--- config.mk ---
export PLATFORM = sky130hd
export DESIGN_NAME = edge_capture_unit
export DESIGN_NICKNAME = d
export VERILOG_FILES = /design/src/rtl/edge_cap_pkg.sv /design/src/rtl/cap_pin_sync.sv /design/src/rtl/cap_window.sv /design/src/rtl/cap_slot.sv /design/src/rtl/edge_capture_unit.sv
export SDC_FILE = /design/constraint.sdc
export NUM_CORES = 1
export LEC_CHECK = 0
export BUFFER_PORTS_ARGS = -buffer_cell sky130_fd_sc_hd__buf_2
export CAP_MARGIN = 20
export CORE_MARGIN = 2
export CORE_UTILIZATION = 30
export CTS_CLUSTER_DIAMETER = 30
export DETAILED_ROUTE_END_ITERATION = 10
export PLACE_DENSITY = 0.56
export SLEW_MARGIN = 20
export SYNTH_ARGS = -nofsm -noshare
export SYNTH_HDL_FRONTEND = slang
export SYNTH_SLANG_ARGS = --single-unit
export TNS_END_PERCENT = 20
--- constraint.sdc ---
create_clock -name clk -period 1.3 [get_ports clk]
set_input_delay 0.065 -clock clk [delete_from_list [all_inputs] [get_ports clk]]
set_output_delay 0.065 -clock clk [all_outputs]
set_load 0.02 [all_outputs]
--- src/rtl/edge_cap_pkg.sv ---
package edge_cap_pkg;

  // Direction pair produced by one pin's edge detector
  typedef struct packed {
    logic rise;
    logic fall;
  } edge_t;

  // Offset of the falling-edge slot relative to the rising-edge slot of a pin
  localparam int FALL_OFS = 1;
  localparam int SLOTS_PER_PIN = 2;

endpackage

--- src/rtl/cap_pin_sync.sv ---
module cap_pin_sync
  import edge_cap_pkg::*;
#(
  parameter int SYNC_STAGES = 2
) (
  input  logic  clk,
  input  logic  rst_n,
  input  logic  pin_i,
  output edge_t edge_o
);

  logic [SYNC_STAGES-1:0] sync_q, sync_d;
  logic                   prev_q, prev_d;
  logic                   level;

  assign level = sync_q[SYNC_STAGES-1];

  always_comb begin
    sync_d = {sync_q[SYNC_STAGES-2:0], pin_i};
    prev_d = level;
  end

  always_ff @(posedge clk or negedge rst_n) begin
    if (!rst_n) begin
      sync_q <= '0;
      prev_q <= 1'b0;
    end else begin
      sync_q <= sync_d;
      prev_q <= prev_d;
    end
  end

  always_comb begin
    edge_o.rise = level & ~prev_q;
    edge_o.fall = ~level & prev_q;
  end

  AST_NO_BACK_TO_BACK_RISE: assert property (@(posedge clk) disable iff (!rst_n)
    edge_o.rise |=> !edge_o.rise);

  AST_NO_BACK_TO_BACK_FALL: assert property (@(posedge clk) disable iff (!rst_n)
    edge_o.fall |=> !edge_o.fall);

endmodule

--- src/rtl/cap_window.sv ---
module cap_window #(
  parameter int TMR_W = 12,
  parameter int CAP_W = 8,
  parameter int PSC_W = 2
) (
  input  logic [TMR_W-1:0] timer_i,
  input  logic [PSC_W-1:0] psc_i,
  output logic [CAP_W-1:0] win_o
);

  localparam int TOP_BIT = CAP_W + (1 << PSC_W) - 2;

  initial begin
    if (TOP_BIT >= TMR_W) $error("prescale window exceeds timer width");
  end

  always_comb begin
    win_o = CAP_W'(timer_i >> psc_i);
  end

endmodule

--- src/rtl/cap_slot.sv ---
module cap_slot #(
  parameter int CAP_W = 8
) (
  input  logic             clk,
  input  logic             rst_n,
  input  logic             cap_stb_i,
  input  logic [CAP_W-1:0] cap_val_i,
  input  logic             clr_i,
  output logic [CAP_W-1:0] data_o,
  output logic             flag_o
);

  logic [CAP_W-1:0] data_q;
  logic             flag_q, flag_d;

  always_comb begin
    flag_d = (flag_q & ~clr_i) | cap_stb_i;
  end

  always_ff @(posedge clk or negedge rst_n) begin
    if (!rst_n) begin
      data_q <= '0;
    end else if (cap_stb_i) begin
      data_q <= cap_val_i;
    end
  end

  always_ff @(posedge clk or negedge rst_n) begin
    if (!rst_n) begin
      flag_q <= 1'b0;
    end else begin
      flag_q <= flag_d;
    end
  end

  assign data_o = data_q;
  assign flag_o = flag_q;

  AST_FLAG_ON_CAPTURE: assert property (@(posedge clk) disable iff (!rst_n)
    cap_stb_i |=> flag_q);

  AST_FLAG_RISE_CAUSE: assert property (@(posedge clk) disable iff (!rst_n)
    $rose(flag_q) |-> $past(cap_stb_i));

  AST_HOLD_WITHOUT_EDGE: assert property (@(posedge clk) disable iff (!rst_n)
    !cap_stb_i |=> $stable(data_q));

endmodule

--- src/rtl/edge_capture_unit.sv ---
module edge_capture_unit
  import edge_cap_pkg::*;
#(
  parameter int TMR_W       = 12,
  parameter int CAP_W       = 8,
  parameter int PSC_W       = 2,
  parameter int NUM_PINS    = 2,
  parameter int SYNC_STAGES = 2,
  localparam int NUM_SLOTS  = SLOTS_PER_PIN * NUM_PINS,
  localparam int ADDR_W     = $clog2(NUM_SLOTS + 4)
) (
  input  logic                 clk,
  input  logic                 rst_n,
  input  logic [TMR_W-1:0]     timer_i,
  input  logic [NUM_PINS-1:0]  cap_pin_i,
  input  logic                 reg_we_i,
  input  logic [ADDR_W-1:0]    reg_addr_i,
  input  logic [CAP_W-1:0]     reg_wdata_i,
  output logic [CAP_W-1:0]     reg_rdata_o,
  output logic [NUM_SLOTS-1:0] irq_o
);

  localparam int SLOT_W = $clog2(NUM_SLOTS);
  localparam int A_PSC  = NUM_SLOTS;
  localparam int A_IEN  = NUM_SLOTS + 1;
  localparam int A_FLG  = NUM_SLOTS + 2;

  logic [PSC_W-1:0]     psc_q, psc_d;
  logic [NUM_SLOTS-1:0] ien_q, ien_d;
  logic [NUM_SLOTS-1:0] flag, stb, clr;
  logic [CAP_W-1:0]     cap_val;
  logic [CAP_W-1:0]     cap_data [NUM_SLOTS];
  edge_t                pin_edge [NUM_PINS];
  logic                 wr_psc, wr_ien, wr_flg, addr_is_slot;
  logic                 unused_wdata;

  assign unused_wdata = ^reg_wdata_i;

  assign wr_psc       = reg_we_i && (reg_addr_i == ADDR_W'(A_PSC));
  assign wr_ien       = reg_we_i && (reg_addr_i == ADDR_W'(A_IEN));
  assign wr_flg       = reg_we_i && (reg_addr_i == ADDR_W'(A_FLG));
  assign addr_is_slot = (reg_addr_i < ADDR_W'(NUM_SLOTS));

  cap_window #(
    .TMR_W (TMR_W),
    .CAP_W (CAP_W),
    .PSC_W (PSC_W)
  ) u_window (
    .timer_i (timer_i),
    .psc_i   (psc_q),
    .win_o   (cap_val)
  );

  for (genvar g = 0; g < NUM_PINS; g++) begin : g_pin
    cap_pin_sync #(
      .SYNC_STAGES (SYNC_STAGES)
    ) u_sync (
      .clk    (clk),
      .rst_n  (rst_n),
      .pin_i  (cap_pin_i[g]),
      .edge_o (pin_edge[g])
    );
    assign stb[SLOTS_PER_PIN*g]            = pin_edge[g].rise;
    assign stb[SLOTS_PER_PIN*g + FALL_OFS] = pin_edge[g].fall;
  end

  assign clr = {NUM_SLOTS{wr_flg}} & reg_wdata_i[NUM_SLOTS-1:0];

  for (genvar s = 0; s < NUM_SLOTS; s++) begin : g_slot
    cap_slot #(
      .CAP_W (CAP_W)
    ) u_slot (
      .clk       (clk),
      .rst_n     (rst_n),
      .cap_stb_i (stb[s]),
      .cap_val_i (cap_val),
      .clr_i     (clr[s]),
      .data_o    (cap_data[s]),
      .flag_o    (flag[s])
    );

    AST_CAPTURE_WINDOW: assert property (@(posedge clk) disable iff (!rst_n)
      stb[s] |=> (cap_data[s] == $past(cap_val)));

    AST_SLOT_READ_ONLY: assert property (@(posedge clk) disable iff (!rst_n)
      (reg_we_i && reg_addr_i == ADDR_W'(s) && !stb[s]) |=> $stable(cap_data[s]));

    AST_IRQ_FOLLOWS_FLAG: assert property (@(posedge clk) disable iff (!rst_n)
      (stb[s] && ien_q[s] && !wr_ien) |=> irq_o[s]);
  end

  // Configuration next state
  always_comb begin
    psc_d = psc_q;
    ien_d = ien_q;
    if (wr_psc) psc_d = reg_wdata_i[PSC_W-1:0];
    if (wr_ien) ien_d = reg_wdata_i[NUM_SLOTS-1:0];
  end

  always_ff @(posedge clk or negedge rst_n) begin
    if (!rst_n) begin
      psc_q <= '0;
      ien_q <= '0;
    end else begin
      psc_q <= psc_d;
      ien_q <= ien_d;
    end
  end

  assign irq_o = flag & ien_q;

  // Read-back multiplexer
  always_comb begin
    reg_rdata_o = '0;
    if (addr_is_slot) begin
      reg_rdata_o = cap_data[reg_addr_i[SLOT_W-1:0]];
    end else if (reg_addr_i == ADDR_W'(A_PSC)) begin
      reg_rdata_o = CAP_W'(psc_q);
    end else if (reg_addr_i == ADDR_W'(A_IEN)) begin
      reg_rdata_o = CAP_W'(ien_q);
    end else if (reg_addr_i == ADDR_W'(A_FLG)) begin
      reg_rdata_o = CAP_W'(flag);
    end
  end

  AST_NO_IRQ_AFTER_DISABLE: assert property (@(posedge clk) disable iff (!rst_n)
    (wr_ien && reg_wdata_i[NUM_SLOTS-1:0] == '0) |=> (irq_o == '0));

endmodule

==> impl_metrics.json, run 1 <==
{
  "failed_checks": "setup timing",
  "worstHoldPathType": "primary input to flop",
  "overflow": 0,
  "viasPerCell": 4.476,
  "required_ns": 1.24,
  "wl_per_cell_um": 13.61,
  "dr_total_vias": 1607,
  "fmax_ghz": 0.6554,
  "final_common_cell": "dfrtp_1",
  "maxCapViolations": 0,
  "numPortBuffers": 34,
  "period_needed_ns": 1.526,
  "timing.final.ws_setup_ns": -0.2257,
  "synth_edf_count": 0,
  "ys.warnings.count": 0,
  "first_pass_iters": 4,
  "drive_gt1_share_pct": 43.58,
  "arrival_ns": 1.46,
  "irDropWorstVdd_v": 0.0004605,
  "synth_area_um2": 2394,
  "drt-initial-drc-count": 65,
  "cts_buffers": 5,
  "finalCritPeriodShare_pct": 117.4,
  "place.gp.congestion": 0.7170,
  "syn-num-nets": 225,
  "insertion_delay_ns": 0.30,
  "grt_max_degree": 49,
  "drv_slew": 0,
  "diodes": 0,
  "clock_skew_ns": 0.007951,
  "async_flop_share_pct": 100.0,
  "setup.worst_path.end_class": "output pin",
  "antenna_found_initial": 0,
  "core_um2": 7727,
  "final_antenna_net_count": 0,
  "critical_path_class": "flop to output pin",
  "power_density_nw_per_um2": 1386,
  "rows": 32,
  "syn_to_final_growth_pct": 29.74,
  "path_clk_slew_ns": 0.09,
  "mostFrequentLayoutCells": "dfrtp_1 (47), nand2_1 (37), o21ai_1 (32)",
  "setup_viol": 40,
  "die-width_um": 93.32,
  "wirelength_um": 4885,
  "grt_use_total_pct": 12.12,
  "worstRegToRegCells": 5,
  "grt_pass1_wl_um": 8231,
  "ys_types": 21,
  "start_util_pct": 30.97,
  "drc": 0,
  "die_area_um2": 8709,
  "cts-root-buf": "clkbuf_8",
  "whs_path_depth": 2,
  "finalHoldViolations": 0,
  "r2r_slack_ns": -0.14,
  "synthCells": 197,
  "h-tree-depth": 2,
  "design_power_total_mw": 4.304,
  "run_status": "finished with violations",
  "ys_ff_latch": 48,
  "start_kind": "flop",
  "relSlewSlack_pct": 75.20,
  "power.leakage_nw": 1.396,
  "die_h_um": 93.32,
  "pin_count": 40,
  "synth-main-ff-cell": "dfrtp_1",
  "clock_sinks": 48,
  "ctsLongestPathBuffers": 2,
  "rsz0062_at_grt": "true",
  "worst_slew_pin_slew_ns": 0.3707,
  "synth-seq-area-share_pct": 50.18,
  "avgSynthCellArea_um2": 12.15,
  "cts_tree": "done",
  "worstPathMaxFanout": 2,
  "first_global_vias": 1623,
  "fin_nets": 284,
  "fin_hold_ws_ns": 0.003777,
  "dpl.hpwl_um": 3621,
  "place_ws_ns": -0.1998
}
## final timing paths
kind                                           start                         end
max                                         psc_q[1]              reg_rdata_o[1]
min                                   reg_wdata_i[3]                    ien_q[3]
max reg2reg                                 psc_q[0]  g_slot[1].u_slot.data_o[3]
min reg2reg                g_pin[1].u_sync.sync_q[0]   g_pin[1].u_sync.sync_q[1]
max in group asynchronous                      rst_n                    psc_q[0]
min in group asynchronous                      rst_n      g_pin[0].u_sync.prev_q
## layer usage
layer | vias up | part of all wire, % | track usage, %
li1 | 815 | - | -
met1 | 759 | 50 | 17.01
met2 | 27 | 46 | 18.71
met3 | 6 | 3.0 | 2.498
met4 | 0 | 1.4 | 4.044
met5 | - | 0 | 0
## critical path: stages, from the launching register on
cell and delay, ns:
dfrtp_1 0.39, mux2_4 0.28, a221oi_2 0.25, a221oi_2 0.06, buf_4 0.18
## what timing repair did
action                     CTS  global route
setup buffers                3             4
hold endpoints to repair    50             1
pin swaps                    4             1
setup endpoints to repair   40            40
resized for setup           54             3
hold buffers                 3             1
## metrics by stage
step                cells  utilization, %  cell area, um^2   TNS, ns
floorplan             197               -             2400  -0.06335
global placement      340           36.51             2821    -3.100
detailed placement    340           36.51             2821    -3.564
CTS                   354           39.56             3057    -5.237
global route          359           40.19             3105    -7.091
finish                359           40.19             3105    -5.074
## cell families after synthesis
group	synth area share, %
buffers and inverters	3.293
and+or+nand+nor	11.60
AOI/OAI and AO/OA	11.29
DFF	50.18
muxes	23.63
## synth_stat cells (2+ instances only)
master | instances | area share, %
nor2_1 | 2 | 0.31
and2_1 | 8 | 2.1
clkbuf_1 | 4 | 0.63
mux2i_4 | 6 | 5.6
nand2_1 | 37 | 5.8
mux2i_1 | 10 | 4.2
mux2_2 | 8 | 3.8
a21bo_2 | 4 | 1.7
mux4_2 | 4 | 3.8
mux2_4 | 10 | 6.3
nand2b_1 | 4 | 1.0
buf_6 | 5 | 2.4
dfrtp_1 | 48 | 50
inv_1 | 2 | 0.31
o21ai_0 | 32 | 6.7
a221oi_1 | 8 | 2.9
## flip-flops by register name (all words and copies together) (netlist names)
name and count:
g_pin.u_sync.sync_q 4, g_pin.u_sync.prev_q 2, g_slot.u_slot.data_o 32, ien_q 4, g_slot.u_slot.flag_o 4, psc_q 2
## report_power, final
group	total [mW]	switching (mW)	leakage (nW)	internal, mW
sequential	1.94	0.158	0.573	1.78
combinational	1.46	0.675	0.777	0.781
clock	0.912	0.478	0.0455	0.435
total	4.30	1.31	1.40	2.99
## cell type report
class,count,area [um^2]
multi-input cells,138,1190
inverters,2,7.507
well taps,102,127.6
clock buffers,8,90.09
flip-flops and latches,48,1202
fillers,758,4622
repair buffers,61,488.0
Power figures use the tool's default switching activity.
==> run 2: changes to the inputs <==
--- a/config.mk
+++ b/config.mk
@@ -6,12 +6,13 @@
 export NUM_CORES = 1
 export LEC_CHECK = 0
 export BUFFER_PORTS_ARGS = -buffer_cell sky130_fd_sc_hd__buf_2
-export CAP_MARGIN = 20
+export CAP_MARGIN = 25
 export CORE_MARGIN = 2
 export CORE_UTILIZATION = 30
 export CTS_CLUSTER_DIAMETER = 30
 export DETAILED_ROUTE_END_ITERATION = 10
 export PLACE_DENSITY = 0.56
+export REMOVE_ABC_BUFFERS = 1
 export SLEW_MARGIN = 20
 export SYNTH_ARGS = -nofsm -noshare
 export SYNTH_HDL_FRONTEND = slang
==> run 2 against run 1 <==
  * The run still ends with setup timing left
  * Worst hold slack better by 0.015 ns
  * Sequential share of layout area is 0.19 points lower
  * First-iteration DRC count is 63% lower
  * Critical path depth stayed put
  * Via count is 2.1% higher
  * Utilization is 0.19 points higher
  * Non-clock buffer count is 4 higher
  * Critical path type unchanged
  * Largest power group unchanged
==> impl_metrics.json, run 2 (same netlist as run 1, synthesis figures left out) <==
{
  "run_status": "finished with violations",
  "failed_checks": "setup timing",
  "worstRegToRegCells": 5,
  "rsz0062_at_grt": "true",
  "first_global_vias": 1725,
  "critical_path_class": "flop to output pin",
  "setup.worst_path.end_class": "output pin",
  "design_power_total_mw": 4.317,
  "finalCritPeriodShare_pct": 118.5,
  "pin_count": 40,
  "timing.final.ws_setup_ns": -0.2399,
  "cp_slowest_cell": "dfrtp_1",
  "drv_slew": 0,
  "setup_viol": 39,
  "diodes": 0,
  "die_area_um2": 8709,
  "drive_gt1_share_pct": 45.59,
  "worstPathMaxFanout": 2,
  "antenna_found_initial": 0,
  "whs_path_depth": 2,
  "clock_skew_ns": 0.009670,
  "cts_tree": "done",
  "h-tree-depth": 2,
  "power.leakage_nw": 1.407,
  "wirelength_um": 5159,
  "grt_max_degree": 49,
  "crit_buf_inv": 1,
  "dr_total_vias": 1640,
  "first_pass_iters": 4,
  "dpl.hpwl_um": 3833,
  "final_antenna_net_count": 0,
  "power_density_nw_per_um2": 1383,
  "path_clk_slew_ns": 0.09,
  "finalHoldViolations": 0,
  "cp_num_cells": 4,
  "ctsLongestPathBuffers": 2,
  "n_fill_cell": 742,
  "cpPeakStageDelay_ns": 0.40,
  "path_delay_family": "flip-flops",
  "rows": 32,
  "insertion_delay_ns": 0.30,
  "numPortBuffers": 34,
  "syn_to_final_growth_pct": 30.37,
  "die_h_um": 93.32,
  "fin_nets": 288,
  "largest_register_ffs": 32,
  "viasPerCell": 4.518,
  "mostFrequentLayoutCells": "dfrtp_1 (47), nand2_1 (37), o21ai_1 (28), buf_2 (28), buf_4 (26)",
  "worstPathCellList": "mux2_4, a221oi_4, a221oi_2, buf_4",
  "cts_buffers": 5,
  "clock_sinks": 48,
  "die-width_um": 93.32,
  "fmax_ghz": 0.6494,
  "grt_use_total_pct": 12.92,
  "period_needed_ns": 1.540,
  "start_util_pct": 30.97,
  "relSlewSlack_pct": 74.39,
  "final_common_cell": "dfrtp_1",
  "worstHoldPathType": "primary input to flop",
  "maxCapViolations": 0,
  "required_ns": 1.24,
  "core_um2": 7727,
  "placedCellCount": 341,
  "wl_per_cell_um": 14.21,
  "place.gp.congestion": 0.7237,
  "worst_slew_pin_slew_ns": 0.3827,
  "overflow": 0,
  "grt_pass1_wl_um": 8700,
  "drc": 0,
  "drt-initial-drc-count": 24,
  "final_cells": 363,
  "cts-root-buf": "clkbuf_8",
  "irDropWorstVdd_v": 0.0006693,
  "arrival_ns": 1.47,
  "start_kind": "flop"
}
[run 2: cell count changes in the layout (fill, tap and decap cells not counted), sizes merged]
cell,delta
clkinv,+2
clkbuf,-2
buf,+4
[run 2: what timing repair did]
action                     4_1_cts  5_1_grt
buffers inserted                 6        4
setup endpoints to repair       40       40
hold endpoints to repair        51        0
gates resized for setup         58        1
hold buffers                     4        0
pin swaps                        6        4
[run 2: worst paths after layout]
kind	start	end	slack, ns
min in group asynchronous	rst_n	g_pin[1].u_sync.sync_q[0]	0.27
min	reg_wdata_i[2]	ien_q[2]	0.02
min reg2reg	g_pin[1].u_sync.sync_q[0]	g_pin[1].u_sync.sync_q[1]	0.35
max	g_slot[0].u_slot.flag_o	reg_rdata_o[0]	-0.24
max reg2reg	psc_q[0]	g_slot[0].u_slot.data_o[5]	-0.12
max in group asynchronous	rst_n	psc_q[0]	0.79
[run 2: final cells by class]
class | instances | area, um^2 | area share [%]
flip-flops and latches | 48 | 1202 | 38.53
repair buffers | 65 | 471.7 | 15.12
clock inverters | 2 | 10.01 | 0.3208
clock buffers | 6 | 82.58 | 2.646
well taps | 102 | 127.6 | 4.090
inverters | 2 | 7.507 | 0.2406
multi-input cells | 138 | 1219 | 39.05
[run 2: layer usage]
metal  vias up  part of all wire [%]  global-route usage (%)  wire [um]
met5         -                     0                       0          0
met4         0                   1.1                   4.044         59
met3         4                   2.5                   2.417        131
met2        23                    47                   20.62       2403
met1       778                    50                   17.81       2564
li1        835                     -                       -          -
[run 2: power breakdown]
part	total (mW)	internal, mW	switching [mW]
registers	1.94	1.78	0.160
clock network	0.924	0.425	0.498
logic	1.46	0.779	0.677
[run 2: per-stage QoR]
step                setup WS [ns]  util (%)  hold slack [ns]  setup TNS [ns]  cell area (um^2)
floorplan                 -0.4593         -          -0.2306          -3.323              2322
global placement          -0.1519     35.88          0.07002          -3.174              2773
detailed placement        -0.1843     35.88          0.07414          -4.280              2773
CTS                       -0.2972     39.96         0.008503          -4.514              3088
global route              -0.2967     40.38          0.01373          -6.133              3120
finish                    -0.2399     40.38          0.01915          -4.081              3120
==> run 3: changes to the inputs <==
--- a/config.mk
+++ b/config.mk
@@ -11,7 +11,7 @@
 export CORE_UTILIZATION = 30
 export CTS_CLUSTER_DIAMETER = 30
 export DETAILED_ROUTE_END_ITERATION = 10
-export PLACE_DENSITY = 0.56
+export PLACE_DENSITY = 0.57
 export REMOVE_ABC_BUFFERS = 1
 export SLEW_MARGIN = 20
 export SYNTH_ARGS = -nofsm -noshare
==> run 3 against run 2 <==
  * The flow still finishes with violations (setup timing)
  * Combinational power hardly changed
  * Via count fell by 0.24%
  * Power grew 3.0%
  * Die area did not move
  * Utilization fell by 0.42 points
  * Maximum frequency shrank 1.1%
  * Largest cell class unchanged
  * Highest routed layer unchanged
==> impl_metrics.json, run 3 (same netlist as run 1, synthesis figures left out) <==
{
  "intPower_mw": 3.092,
  "drt-initial-drc-count": 66,
  "clock_power_share_pct": 24.2,
  "overflow": 0,
  "hp-start": "reg_wdata_i[2]",
  "wl_per_cell_um": 14.79,
  "start_kind": "flop",
  "cts-root-buf": "clkbuf_8",
  "cp-endpoint": "reg_rdata_o[0]",
  "worst_slew_pin_slew_ns": 0.4481,
  "cts_buffers": 5,
  "required_ns": 1.24,
  "syn_to_final_growth_pct": 29.01,
  "finalCritPeriodShare_pct": 119.7,
  "placed_area_um2": 2788,
  "p_sw_share_pct": 30.43,
  "netSwitchingPower_mw": 1.352,
  "setup_viol": 40,
  "clock_sinks": 48,
  "mostFrequentLayoutCells": "dfrtp_1 (48), nand2_1 (37), o21ai_1 (30)",
  "critical_path_class": "flop to output pin",
  "worstRegToRegCells": 5,
  "timing.final.ws_setup_ns": -0.2562,
  "cp-startpoint": "psc_q[0]",
  "fin_nets": 283,
  "seqPwrFrac_pct": 43.6,
  "core_um2": 7727,
  "design_power_total_mw": 4.445,
  "place.gp.congestion": 0.7735,
  "drc": 0,
  "fin_util_pct": 39.96,
  "dpl.hpwl_um": 4002,
  "diodes": 0,
  "worst_r2r_startpoint": "psc_q[0]",
  "power_frac_comb_pct": 32.2,
  "period_needed_ns": 1.556,
  "worstHoldPathType": "primary input to flop",
  "place_ws_ns": -0.1730,
  "grt_use_total_pct": 13.34,
  "worstReg2RegEnd": "g_slot[1].u_slot.data_o[1]",
  "first_global_vias": 1676,
  "fmax_ghz": 0.6426,
  "cts_tree": "done",
  "power_density_nw_per_um2": 1439,
  "run_status": "finished with violations",
  "start_util_pct": 30.97,
  "viasPerCell": 4.570,
  "drive_gt1_share_pct": 44.53,
  "wirelength_um": 5295,
  "cp_slowest_cell": "dfrtp_1",
  "first_pass_iters": 4,
  "finalHoldViolations": 0,
  "path_clk_slew_ns": 0.09,
  "clock_skew_ns": 0.005069,
  "antenna_found_initial": 0,
  "worstPathMaxFanout": 2,
  "pin_count": 40,
  "power.leakage_nw": 1.390,
  "drv_slew": 0,
  "crit_top_cell": "a221oi_2",
  "die-width_um": 93.32,
  "relSlewSlack_pct": 70.13,
  "rsz0062_at_grt": "true",
  "arrival_ns": 1.49,
  "final_common_cell": "dfrtp_1",
  "maxCapViolations": 0,
  "h-tree-depth": 2,
  "insertion_delay_ns": 0.31,
  "numPortBuffers": 34,
  "largest_register_ffs": 32,
  "worstPathCellList": "mux2_4, a221oi_2, a221oi_2, buf_4",
  "cpPeakStageDelay_ns": 0.39,
  "grt_max_degree": 32,
  "grt_pass1_wl_um": 8942,
  "die_area_um2": 8709,
  "fin_area_um2": 3088,
  "dr_total_vias": 1636,
  "rows": 32,
  "irDropWorstVdd_v": 0.0006889,
  "failed_checks": "setup timing",
  "die_h_um": 93.32,
  "setup.worst_path.end_class": "output pin",
  "final_antenna_net_count": 0,
  "r2r_slack_ns": -0.12,
  "ctsLongestPathBuffers": 2
}
-- run 3: power by group through the flow --
stage               Clock (mW)  Sequential, mW  Combinational, mW
floorplan                    0            1.98              0.771
global placement             0            1.96               1.19
detailed placement           0            1.97               1.21
CTS                       1.09            1.94               1.42
global route              1.13            1.98               1.56
finish                    1.07            1.94               1.43
-- run 3: worst min-delay path by stage --
stage	end	slack, ns	cells after the start
6_report	ien_q[2]	0.006	2
5_1_grt	ien_q[2]	0.008	2
4_1_cts	ien_q[2]	0.005	2
3_5_place_dp	g_pin[1].u_sync.prev_q	0.04	1
3_3_place_gp	g_pin[1].u_sync.sync_q[0]	0.03	1
2_1_floorplan	g_pin[0].u_sync.prev_q	-0.23	0
-- run 3: per-stage QoR --
stage / cells / setup TNS [ns] / hold WS (ns)
4_1_cts: 357 / -4.629 / 0.004702
3_5_place_dp: 343 / -2.935 / 0.03956
2_1_floorplan: 188 / -3.323 / -0.2306
6_report: 358 / -4.565 / 0.005980
3_3_place_gp: 343 / -1.800 / 0.03237
5_1_grt: 358 / -6.467 / 0.008275
-- run 3: timing repair --
| item | in CTS | in global routing |
|---|---|---|
| setup endpoints to repair | 40 | 40 |
| hold buffers | 3 | 0 |
| resized for setup | 57 | 5 |
| pin swaps | 6 | 4 |
| buffers inserted | 3 | 1 |
| endpoints found under the hold margin | 19 | 0 |
-- run 3: layout make-up --
cell class	instances	area (um^2)
Fill cell	746	4639
Inverter	2	7.507
Multi-Input combinational cell	138	1212
Timing Repair Buffer	60	431.7
Clock buffer	6	72.57
Clock inverter	2	35.03
Tap cell	102	127.6
Sequential cell	48	1201
-- run 3: worst max-delay path: cells and delay by family (launching register included) --
family | cells | cell delay, ns
buffers and inverters | 1 | 0.18
DFF | 1 | 0.39
muxes | 1 | 0.27
AOI/OAI and AO/OA | 2 | 0.34
-- run 3: layer usage --
metal	track usage, %	part of all wire (%)	wire (um)
met1	20.02	51	2715
met5	0	0	0
met4	2.941	0.66	35
met2	19.60	44	2347
met3	3.062	3.7	196
